File: src/rtl/tdm_route_pkg.sv
package tdm_route_pkg;

  typedef enum logic [1:0] {
    SRC_OFF  = 2'd0,
    SRC_FIFO = 2'd1,
    SRC_HOLD = 2'd2
  } src_e;

  localparam int unsigned ADR_ENABLE = 0;
  localparam int unsigned ADR_DMASEL = 1;
  localparam int unsigned ADR_LEVEL  = 2;
  localparam int unsigned ADR_UFCLR  = 3;
  localparam int unsigned ADR_HOLD0  = 4;

  // source of one slot from its two mask bits; the DMA bit only counts when enabled
  function automatic src_e pick_src(input logic en_bit, input logic dma_bit);
    if (!en_bit)     return SRC_OFF;
    else if (dma_bit) return SRC_HOLD;
    else             return SRC_FIFO;
  endfunction

  // interrupt compare: occupancy at or below the warning level
  function automatic logic level_hit(input int unsigned cnt, input int unsigned lvl);
    return cnt <= lvl;
  endfunction

endpackage

File: src/rtl/tdm_cfg_regs.sv
module tdm_cfg_regs #(
  parameter int NSLOTS = 4,
  parameter int DW     = 16,
  parameter int LVLW   = 4,
  parameter int AW     = 3
) (
  input  logic              clk,
  input  logic              rst_n,
  input  logic              wr_en,
  input  logic [AW-1:0]     wr_addr,
  input  logic [DW-1:0]     wr_data,
  input  logic              uf_event,
  output logic [NSLOTS-1:0] en_mask,
  output logic [NSLOTS-1:0] dma_mask,
  output logic [LVLW-1:0]   level,
  output logic              underflow
);
  import tdm_route_pkg::*;

  logic wr_en_mask, wr_dma_mask, wr_level, uf_clear;

  always_comb begin
    wr_en_mask  = wr_en && (wr_addr == AW'(ADR_ENABLE));
    wr_dma_mask = wr_en && (wr_addr == AW'(ADR_DMASEL));
    wr_level    = wr_en && (wr_addr == AW'(ADR_LEVEL));
    uf_clear    = wr_en && (wr_addr == AW'(ADR_UFCLR));
  end

  always_ff @(posedge clk) begin
    if (!rst_n) begin
      en_mask   <= '0;
      dma_mask  <= '0;
      level     <= '1;
      underflow <= 1'b0;
    end else begin
      if (wr_en_mask)  en_mask  <= wr_data[NSLOTS-1:0];
      if (wr_dma_mask) dma_mask <= wr_data[NSLOTS-1:0];
      if (wr_level)    level    <= wr_data[LVLW-1:0];
      if (uf_event)      underflow <= 1'b1;
      else if (uf_clear) underflow <= 1'b0;
    end
  end

  // the flag stays set unless a clear arrives without a new event
  p_uf_sticky_r8: assert property (@(posedge clk) disable iff (!rst_n)
    underflow && !uf_clear |=> underflow);
  p_uf_set_r8: assert property (@(posedge clk) disable iff (!rst_n)
    uf_event |=> underflow);

endmodule

File: src/rtl/tdm_slot_hold.sv
module tdm_slot_hold #(
  parameter int DW = 16
) (
  input  logic          clk,
  input  logic          rst_n,
  input  logic          load,
  input  logic [DW-1:0] load_data,
  input  logic          take,
  output logic          full,
  output logic [DW-1:0] data
);

  always_ff @(posedge clk) begin
    if (!rst_n) begin
      full <= 1'b0;
      data <= '0;
    end else begin
      if (load) begin
        full <= 1'b1;
        data <= load_data;
      end else if (take) begin
        full <= 1'b0;
      end
    end
  end

  // a write lands and marks the register full
  p_fill_r7: assert property (@(posedge clk) disable iff (!rst_n)
    load |=> full && data == $past(load_data));
  // consumption without a simultaneous write empties it
  p_drain_r7: assert property (@(posedge clk) disable iff (!rst_n)
    take && !load |=> !full);

endmodule

File: src/rtl/tdm_word_mux.sv
module tdm_word_mux #(
  parameter int NSLOTS = 4,
  parameter int DW     = 16,
  parameter int CNTW   = 5,
  parameter int IW     = 2
) (
  input  logic                       clk,
  input  logic                       rst_n,
  input  logic                       strobe,
  input  logic [IW-1:0]              idx,
  input  logic [NSLOTS-1:0]          en_mask,
  input  logic [NSLOTS-1:0]          dma_mask,
  input  logic [CNTW-1:0]            fifo_count,
  input  logic [DW-1:0]              fifo_rdata,
  input  logic [NSLOTS-1:0]          hold_full,
  input  logic [NSLOTS-1:0][DW-1:0]  hold_data,
  output logic                       fifo_pop,
  output logic [NSLOTS-1:0]          take,
  output logic                       uf_event,
  output logic                       tx_valid,
  output logic [DW-1:0]              tx_word
);
  import tdm_route_pkg::*;

  src_e          src;
  logic          fifo_ok, hold_ok, starved;
  logic [DW-1:0] next_word;

  always_comb begin
    src     = pick_src(en_mask[idx], dma_mask[idx]);
    fifo_ok = fifo_count != '0;
    hold_ok = hold_full[idx];
    starved = strobe && ((src == SRC_FIFO && !fifo_ok) ||
                         (src == SRC_HOLD && !hold_ok));
    fifo_pop = strobe && (src == SRC_FIFO) && fifo_ok;
    uf_event = starved;
    next_word = '0;
    if (strobe && !starved) begin
      case (src)
        SRC_FIFO: next_word = fifo_rdata;
        SRC_HOLD: next_word = hold_data[idx];
        default:  next_word = '0;
      endcase
    end
  end

  for (genvar g = 0; g < NSLOTS; g++) begin : g_take
    assign take[g] = strobe && (idx == IW'(g)) && (src == SRC_HOLD) && hold_ok;
  end

  always_ff @(posedge clk) begin
    if (!rst_n) begin
      tx_valid <= 1'b0;
      tx_word  <= '0;
    end else begin
      tx_valid <= strobe;
      tx_word  <= next_word;
    end
  end

  // output qualifier follows the strobe by one cycle
  p_valid_r10: assert property (@(posedge clk) disable iff (!rst_n)
    strobe |=> tx_valid);
  p_novalid_r10: assert property (@(posedge clk) disable iff (!rst_n)
    !strobe |=> !tx_valid);
  // never pop an empty FIFO
  p_no_empty_pop_r3: assert property (@(posedge clk) disable iff (!rst_n)
    fifo_pop |-> fifo_count != '0);
  // a starved slot transmits zero
  p_starve_zero_r8: assert property (@(posedge clk) disable iff (!rst_n)
    uf_event |=> tx_word == '0);
  // a disabled slot touches no source
  p_off_quiet_r5: assert property (@(posedge clk) disable iff (!rst_n)
    strobe && !en_mask[idx] |-> !fifo_pop && take == '0 && !uf_event);
  // at most one slot consumed, never together with a FIFO pop
  p_one_source_r4: assert property (@(posedge clk) disable iff (!rst_n)
    $onehot0({take, fifo_pop}));

endmodule

File: src/rtl/tdm_slot_router.sv
module tdm_slot_router #(
  parameter int NSLOTS = 4,
  parameter int DW     = 16,
  parameter int CNTW   = 5,
  parameter int LVLW   = 4,
  parameter int AW     = 3,
  localparam int IW    = $clog2(NSLOTS)
) (
  input  logic              clk,
  input  logic              rst_n,
  input  logic              wr_en,
  input  logic [AW-1:0]     wr_addr,
  input  logic [DW-1:0]     wr_data,
  input  logic [CNTW-1:0]   fifo_count,
  input  logic [DW-1:0]     fifo_rdata,
  output logic              fifo_pop,
  input  logic              slot_strobe,
  input  logic [IW-1:0]     slot_idx,
  output logic              tx_valid,
  output logic [DW-1:0]     tx_word,
  output logic              underflow,
  output logic [NSLOTS-1:0] dma_req,
  output logic              tx_irq
);
  import tdm_route_pkg::*;

  logic [NSLOTS-1:0]         en_mask, dma_mask, hold_full, take, hold_load;
  logic [NSLOTS-1:0][DW-1:0] hold_data;
  logic [LVLW-1:0]           level;
  logic                      uf_event;

  tdm_cfg_regs #(.NSLOTS(NSLOTS), .DW(DW), .LVLW(LVLW), .AW(AW)) u_cfg (
    .clk(clk), .rst_n(rst_n), .wr_en(wr_en), .wr_addr(wr_addr), .wr_data(wr_data),
    .uf_event(uf_event), .en_mask(en_mask), .dma_mask(dma_mask), .level(level),
    .underflow(underflow)
  );

  for (genvar g = 0; g < NSLOTS; g++) begin : g_slot
    assign hold_load[g] = wr_en && (wr_addr == AW'(ADR_HOLD0 + g));
    tdm_slot_hold #(.DW(DW)) u_hold (
      .clk(clk), .rst_n(rst_n), .load(hold_load[g]), .load_data(wr_data),
      .take(take[g]), .full(hold_full[g]), .data(hold_data[g])
    );
    assign dma_req[g] = (pick_src(en_mask[g], dma_mask[g]) == SRC_HOLD) && !hold_full[g];

    // after consumption without refill the request rises again
    p_req_rise_r7: assert property (@(posedge clk) disable iff (!rst_n)
      take[g] && !hold_load[g] && en_mask[g] && dma_mask[g] && !wr_en |=> dma_req[g]);
  end

  tdm_word_mux #(.NSLOTS(NSLOTS), .DW(DW), .CNTW(CNTW), .IW(IW)) u_mux (
    .clk(clk), .rst_n(rst_n), .strobe(slot_strobe), .idx(slot_idx),
    .en_mask(en_mask), .dma_mask(dma_mask), .fifo_count(fifo_count),
    .fifo_rdata(fifo_rdata), .hold_full(hold_full), .hold_data(hold_data),
    .fifo_pop(fifo_pop), .take(take), .uf_event(uf_event),
    .tx_valid(tx_valid), .tx_word(tx_word)
  );

  assign tx_irq = level_hit(32'(fifo_count), 32'(level));

  // no request for a slot that is disabled
  p_req_needs_en_r6: assert property (@(posedge clk) disable iff (!rst_n)
    (dma_req & ~en_mask) == '0);

endmodule

File: config.mk
export PLATFORM = sky130hd
export DESIGN_NAME = tdm_slot_router
export DESIGN_NICKNAME = d
export VERILOG_FILES = /design/src/rtl/tdm_route_pkg.sv /design/src/rtl/tdm_cfg_regs.sv /design/src/rtl/tdm_slot_hold.sv /design/src/rtl/tdm_word_mux.sv /design/src/rtl/tdm_slot_router.sv
export SDC_FILE = /design/constraint.sdc
export NUM_CORES = 1
export LEC_CHECK = 0
export BUFFER_PORTS_ARGS = -buffer_cell sky130_fd_sc_hd__buf_2
export CORE_UTILIZATION = 50
export CTS_CLUSTER_DIAMETER = 200
export DETAILED_ROUTE_END_ITERATION = 8
export MAX_ROUTING_LAYER = met4
export PLACE_DENSITY = 0.86
export SKIP_LAST_GASP = 1
export SLEW_MARGIN = 30
export SYNTH_ARGS = -nofsm -noshare
export SYNTH_HDL_FRONTEND = slang
export SYNTH_SLANG_ARGS = --single-unit
File: constraint.sdc
create_clock -name clk -period 1.7 [get_ports clk]
set_input_delay 0.34 -clock clk [delete_from_list [all_inputs] [get_ports clk]]
set_output_delay 0.34 -clock clk [all_outputs]
set_load 0.02 [all_outputs]
==> flow_summary.json, run 1 <==
{
  "vdd_drop_max_mv": 0.3726,
  "grt_max_degree": 45,
  "power.density_nw_per_um2": 834.7,
  "cts_sinks": 98,
  "cp_max_fo": 2,
  "critical_path.startpoint": "u_cfg.level[1]",
  "p_leak_uw": 0.001923,
  "grt_usage_pct": 25.68,
  "fp.dieW_um": 94.13,
  "finish.utilization_pct": 62.05,
  "fp-row-count": 33,
  "outcome": "finished, violations left",
  "route.detailed.drc": 0,
  "yosysSeqAreaShare_pct": 46.23,
  "slew_headroom_pct": 65.49,
  "ys.flop_type": "dfxtp_1",
  "dieArea_um2": 8860,
  "period_needed_ps": 2039,
  "met2_usage_pct": 42.88,
  "chipHeight_um": 94.13,
  "syn_avg_cell_area_um2": 9.369,
  "skew_ps": 8.754,
  "wl_mm": 10.75,
  "vias_per_cell": 5.547,
  "drt-wirelength-per-cell_um": 16.67,
  "first_pass_iters": 4,
  "grt_util_met1_pct": 29.78,
  "grt-busiest-layer": "met2",
  "setup_viol": 2,
  "vias": 3578,
  "met3_usage_pct": 5.016,
  "hold_class": "in -> reg",
  "end_kind": "output port",
  "period_share_pct": 119.9,
  "slowest_stage": "dfxtp_2",
  "areaGrowthSynthToFinish_pct": 20.14,
  "placed_cells": 626,
  "synth-async-reset-ratio_pct": 0,
  "antenna_found_initial": 0,
  "crit_family": "compound AO/OA/AOI/OAI gates",
  "netlist_instances": 453,
  "coreArea_um2": 8217,
  "cts_made_buffers": 9,
  "insertion_delay_ps": 360,
  "pwr-share-clk_pct": 34.8,
  "fin_ws_ps": -339.1,
  "hold_buffers": 0,
  "tightest_slew_ps": 517.6,
  "num-fill-cells": 642,
  "intPower_uw": 3232,
  "ys_types": 27,
  "drt_iter0_drc": 204,
  "fmax_ghz": 0.4904,
  "fin_cells": 645,
  "combPwrFrac_pct": 9.7,
  "rr_startpoint": "u_cfg.en_mask[1]",
  "slew_violations": 0,
  "synth-seq-cells": 98,
  "yosysWarnings": 0,
  "swShare_pct": 24.05,
  "layout-drive-gt1-share_pct": 26.85,
  "seqPwrFrac_pct": 55.5,
  "cp-start-kind": "flop",
  "dpl.hpwl_mm": 6.959,
  "p_switching_uw": 1023,
  "start_util_pct": 51.65,
  "slowest_delay_ps": 320,
  "antennaDiodeCount": 0,
  "cp_data_required_time_ps": 1360,
  "io_buffers": 69,
  "crit_buf_inv": 2,
  "worstPathArrival_ps": 1700,
  "synth_area_um2": 4244,
  "place.gp.congestion": 0.8490,
  "worst-setup-path-type": "reg -> out",
  "max_cap_viol_count": 0,
  "cts.path.max_buffers": 2,
  "grt_setup_unrepaired": "yes",
  "root_buffer": "clkbuf_8",
  "tritoncts": "yes",
  "crit_chain": "inv_2 > ha_4 > nor2b_1 > o21a_1 > o21ai_1 > nand2b_1 > a21oi_2 > buf_6",
  "grt-ovfl-total": 0,
  "grt_pass1_wl_mm": 16.84,
  "cts.clk_slew.worst_paths_ps": 90,
  "first_global_vias": 3607,
  "pin_count": 70,
  "min_from": "fifo_rdata[4]",
  "ant_nets": 0,
  "violations": "setup timing",
  "cts_max_level": 3,
  "fin_nets": 586,
  "hold_viol": 0,
  "synth_nets": 503,
  "synth_edf_count": 0
}
## cell type report
type	instances	area, µm²	share of cell area, %
multi-input cells	327	2218	43.51
flip-flops and latches	98	1964	38.53
repair buffers	96	576.8	11.31
clock buffers	10	137.6	2.699
well taps	105	131.4	2.577
clock inverters	5	55.05	1.080
inverters	4	15.01	0.2945
## Yosys cell counts, types with 2 or more instances
library cell	n	area share, %
nand3_1	3	0.35
o211ai_1	4	0.71
nor2_1	25	2.2
nand4_1	3	0.44
nor3_1	2	0.24
and3b_1	2	0.41
buf_2	2	0.24
a21oi_1	5	0.59
dfxtp_1	98	46
clkbuf_1	20	1.8
nor2b_1	15	2.2
nand2b_1	4	0.59
a21boi_0	64	11
nand4b_1	2	0.41
o21ai_0	2	0.24
mux2i_1	25	5.9
nand2_1	140	12
buf_6	3	0.80
ha_1	4	1.2
inv_1	4	0.35
and2_1	2	0.29
mux4_2	19	10
## power groups by stage
| stage | registers, µW | clock network (µW) | logic (µW) |
|---|---|---|---|
| finish | 2360 | 1480 | 414 |
| global route | 2370 | 1580 | 445 |
| CTS | 2360 | 1490 | 397 |
| detailed placement | 2410 | 0 | 385 |
| global placement | 2410 | 0 | 370 |
| floorplan | 2410 | 0 | 221 |
## what timing repair did
item / in CTS / in global routing
cloned: 0 / 1
setup endpoints to repair: 2 / 18
gates resized for setup: 7 / 12
pin swaps: 3 / 7
buffers inserted: 3 / 0
## stage by stage
| stage | worst slack (ps) | total power [µW] | hold slack, ps | cell area, µm² | setup TNS [ps] |
|---|---|---|---|---|---|
| finish | -339.1 | 4256 | 206.0 | 5099 | -596.5 |
| global route | -409.5 | 4390 | 217.4 | 5099 | -832.5 |
| CTS | -385.4 | 4246 | 205.7 | 5044 | -632.1 |
| detailed placement | -214.3 | 2798 | 455.8 | 4806 | -1920 |
| global placement | -153.5 | 2781 | 445.8 | 4806 | -1186 |
| floorplan | -50.37 | 2632 | 440.2 | 4259 | -330.3 |
## tightest hold or removal path: stages
cell	delay, ps
buf_2	80
mux2i_1	50
nor2_1	70
## final timing paths
kind                                    end  slack (ps)  depth (start not counted)
setup / recovery                     tx_irq        -340                          8
hold / removal             u_mux.tx_word[4]         210                          3
setup reg to reg      g_slot[1].u_hold.full          10                          5
hold reg to reg   g_slot[2].u_hold.data[11]         470                          2
## per-layer routing
| metal | up-vias | wire [µm] |
|---|---|---|
| met3 | 21 | 717 |
| met1 | 1731 | 4204 |
| li1 | 1694 | - |
| met4 | 0 | 283 |
| met5 | - | 0 |
| met2 | 132 | 5547 |
## logic make-up (layout without fill, tap and decap cells)
family	after synthesis	after routing	share of synthesized area, %
AOI/OAI and AO/OA	77	77	13.21
adders and majority gates	4	4	1.179
buffers and inverters	29	115	3.154
DFF	98	98	46.23
muxes	44	44	15.98
and+or+nand+nor	201	202	20.25
## sequential cells by signal, summed over array words and instances (netlist names)
name,count
g_slot.u_hold.data,64
g_slot.u_hold.full,4
u_cfg.dma_mask,4
u_cfg.en_mask,4
u_cfg.level,4
u_cfg.underflow,1
u_mux.tx_valid,1
u_mux.tx_word,16
## layout by cell type (no fill, tap or decap), types with 2 or more instances in the layout
master      count
dfxtp_2         2
clkinvlp_4      2
nand3_1         3
buf_2          67
and3b_1         2
nor3_1          2
and2_1          2
a21oi_1         4
a21boi_0       64
clkbuf_8       10
mux2i_1        25
ha_1            3
buf_6           3
inv_1           3
nand3_4         2
dfxtp_1        96
nor2b_1        15
nor2_1         19
nand2b_1        4
clkinv_2        2
nand2_1       139
mux4_2         19
nand4b_1        2
buf_4          25
nor2_2          5
nand4_1         3
o211ai_1        4
Note: power is estimated with default switching activity, not from simulation.
==> run 2, diff against run 1 <==
--- a/config.mk
+++ b/config.mk
@@ -6,11 +6,12 @@
 export NUM_CORES = 1
 export LEC_CHECK = 0
 export BUFFER_PORTS_ARGS = -buffer_cell sky130_fd_sc_hd__buf_2
-export CORE_UTILIZATION = 50
+export CORE_UTILIZATION = 30
+export CTS_BUF_LIST = sky130_fd_sc_hd__clkbuf_4 sky130_fd_sc_hd__clkbuf_8 sky130_fd_sc_hd__clkbuf_16
 export CTS_CLUSTER_DIAMETER = 200
 export DETAILED_ROUTE_END_ITERATION = 8
 export MAX_ROUTING_LAYER = met4
-export PLACE_DENSITY = 0.86
+export PLACE_DENSITY = 0.61
 export SKIP_LAST_GASP = 1
 export SLEW_MARGIN = 30
 export SYNTH_ARGS = -nofsm -noshare
==> run 2 against run 1 <==
  * The run still ends with setup timing left
  * Sequential power hardly changed
  * Utilization is 23 points lower
  * Final area is 5.1% higher
  * Clock skew is 2.7 ps lower
  * First-iteration DRC count is 0.98% lower
  * Critical path type unchanged
  * Largest cell class unchanged
==> flow_summary.json, run 2 (synthesis gave the netlist of run 1 again) <==
{
  "worst-setup-path-type": "reg -> out",
  "worstPathArrival_ps": 1710,
  "regMostFlops": "g_slot.u_hold.data",
  "final_common_cell": "nand2_1",
  "areaGrowthSynthToFinish_pct": 26.21,
  "tritoncts": "yes",
  "slew_headroom_pct": 66.86,
  "cp_max_fo": 2,
  "placed_cells": 703,
  "layout-drive-gt1-share_pct": 27.68,
  "drt-wirelength-per-cell_um": 15.43,
  "slew_violations": 0,
  "cts.clk_slew.worst_paths_ps": 60,
  "cts_made_buffers": 9,
  "start_util_pct": 30.69,
  "grt-ovfl-total": 0,
  "finish.utilization_pct": 38.74,
  "p_total_uw": 4995,
  "slowest_stage": "dfxtp_2",
  "max_cap_viol_count": 0,
  "fp-row-count": 43,
  "period_share_pct": 120.8,
  "grt_pass1_wl_mm": 17.29,
  "chipHeight_um": 120.9,
  "period_needed_ps": 2054,
  "fin_nets": 587,
  "final_cell_mix": "nand2_1 (140), dfxtp_1 (96), buf_2 (67)",
  "wl_mm": 11.17,
  "vdd_drop_max_mv": 0.5116,
  "grt_max_degree": 46,
  "end_kind": "output port",
  "fin_cells": 724,
  "drt_iter0_drc": 202,
  "hold_viol": 0,
  "tightest_slew_ps": 497.1,
  "cts_sinks": 98,
  "cts_max_level": 3,
  "top_regs": "g_slot.u_hold.data (64), u_mux.tx_word (16)",
  "cp_data_required_time_ps": 1360,
  "setup_viol": 2,
  "fmax_ghz": 0.4869,
  "power.density_nw_per_um2": 932.6,
  "pin_count": 70,
  "grt_setup_unrepaired": "yes",
  "io_buffers": 69,
  "cts.path.max_buffers": 2,
  "slowest_delay_ps": 310,
  "final_area_um2": 5356,
  "insertion_delay_ps": 350,
  "coreArea_um2": 13830,
  "first_pass_iters": 4,
  "vias_per_cell": 4.776,
  "first_global_vias": 3409,
  "dpl.hpwl_mm": 7.378,
  "violations": "setup timing",
  "crit_chain": "inv_2 > ha_4 > nor2b_2 > o21a_1 > o21ai_1 > nand2b_1 > a21oi_2 > buf_4",
  "ant_nets": 0,
  "skew_ps": 6.032,
  "largest_register_ffs": 64,
  "root_buffer": "clkbuf_16",
  "dieArea_um2": 14630,
  "setup_tns_ps": -548.4,
  "fp.dieW_um": 120.9,
  "fin_ws_ps": -353.9,
  "outcome": "finished, violations left",
  "route.detailed.drc": 0,
  "vias": 3458,
  "place.gp.congestion": 0.8351,
  "grt_usage_pct": 16.21,
  "p_leak_uw": 0.001990,
  "antenna_found_initial": 2,
  "placed_area_um2": 4940,
  "cp-start-kind": "flop",
  "hold_class": "in -> reg"
}
## run 2: changes by cell type in the layout (fill, tap and decap cells not counted), sizes merged
cell | previous run | this run
clkinv | 2 | 1
inv | 4 | 5
bufinv | 1 | 2
diode | 0 | 2
buf | 96 | 97
## run 2: worst paths after layout
kind | from | end | slack, ps | cells after the start
min reg2reg | g_slot[2].u_hold.data[4] | g_slot[2].u_hold.data[4] | 460 | 2
min | fifo_rdata[3] | u_mux.tx_word[3] | 230 | 3
max | u_cfg.level[1] | tx_irq | -350 | 8
max reg2reg | u_cfg.dma_mask[2] | u_mux.tx_word[0] | 30 | 6
## run 2: report_power, final
group,switching (µW),internal [µW]
registers,21.6,2340
logic,227,192
clock network,883,1330
total,1130,3860
## run 2: metal layers
layer | track usage (%) | vias to the layer above | part of all wire (%)
li1 | - | 1707 | -
met1 | 18.79 | 1672 | 43
met2 | 26.89 | 62 | 51
met3 | 3.524 | 17 | 4.3
met4 | 7.176 | 0 | 1.8
met5 | - | - | 0
## run 2: timing repair
item                       CTS  global route
hold buffers                 0             0
gates cloned                 0             1
pin swaps                    0             3
buffers inserted             1             1
hold endpoints to repair     0             0
setup endpoints to repair    2            18
gates resized for setup      9            10
## run 2: metrics by stage
stage	hold WS, ps	worst slack, ps
4_1_cts	224.0	-350.3
2_1_floorplan	440.2	-50.37
3_3_place_gp	445.3	-164.8
6_report	227.3	-353.9
5_1_grt	247.9	-425.0
3_5_place_dp	455.0	-218.2
## run 2: critical path: cells and delay by family, from the launching register on
family | cells | cell delay, ps
AOI/OAI and AO/OA | 3 | 410
DFF | 1 | 310
adders and majority gates | 1 | 200
buffers and inverters | 2 | 210
and+or+nand+nor | 2 | 230
## run 2: layout make-up
type / count / area, µm²
well taps: 180 / 225.2
inverters: 4 / 15.01
fillers: 1354 / 8471
clock buffers: 10 / 239.0
multi-input cells: 327 / 2217
flip-flops and latches: 98 / 1964
repair buffers: 97 / 601.8
diodes: 2 / 5.005
clock inverters: 6 / 88.84
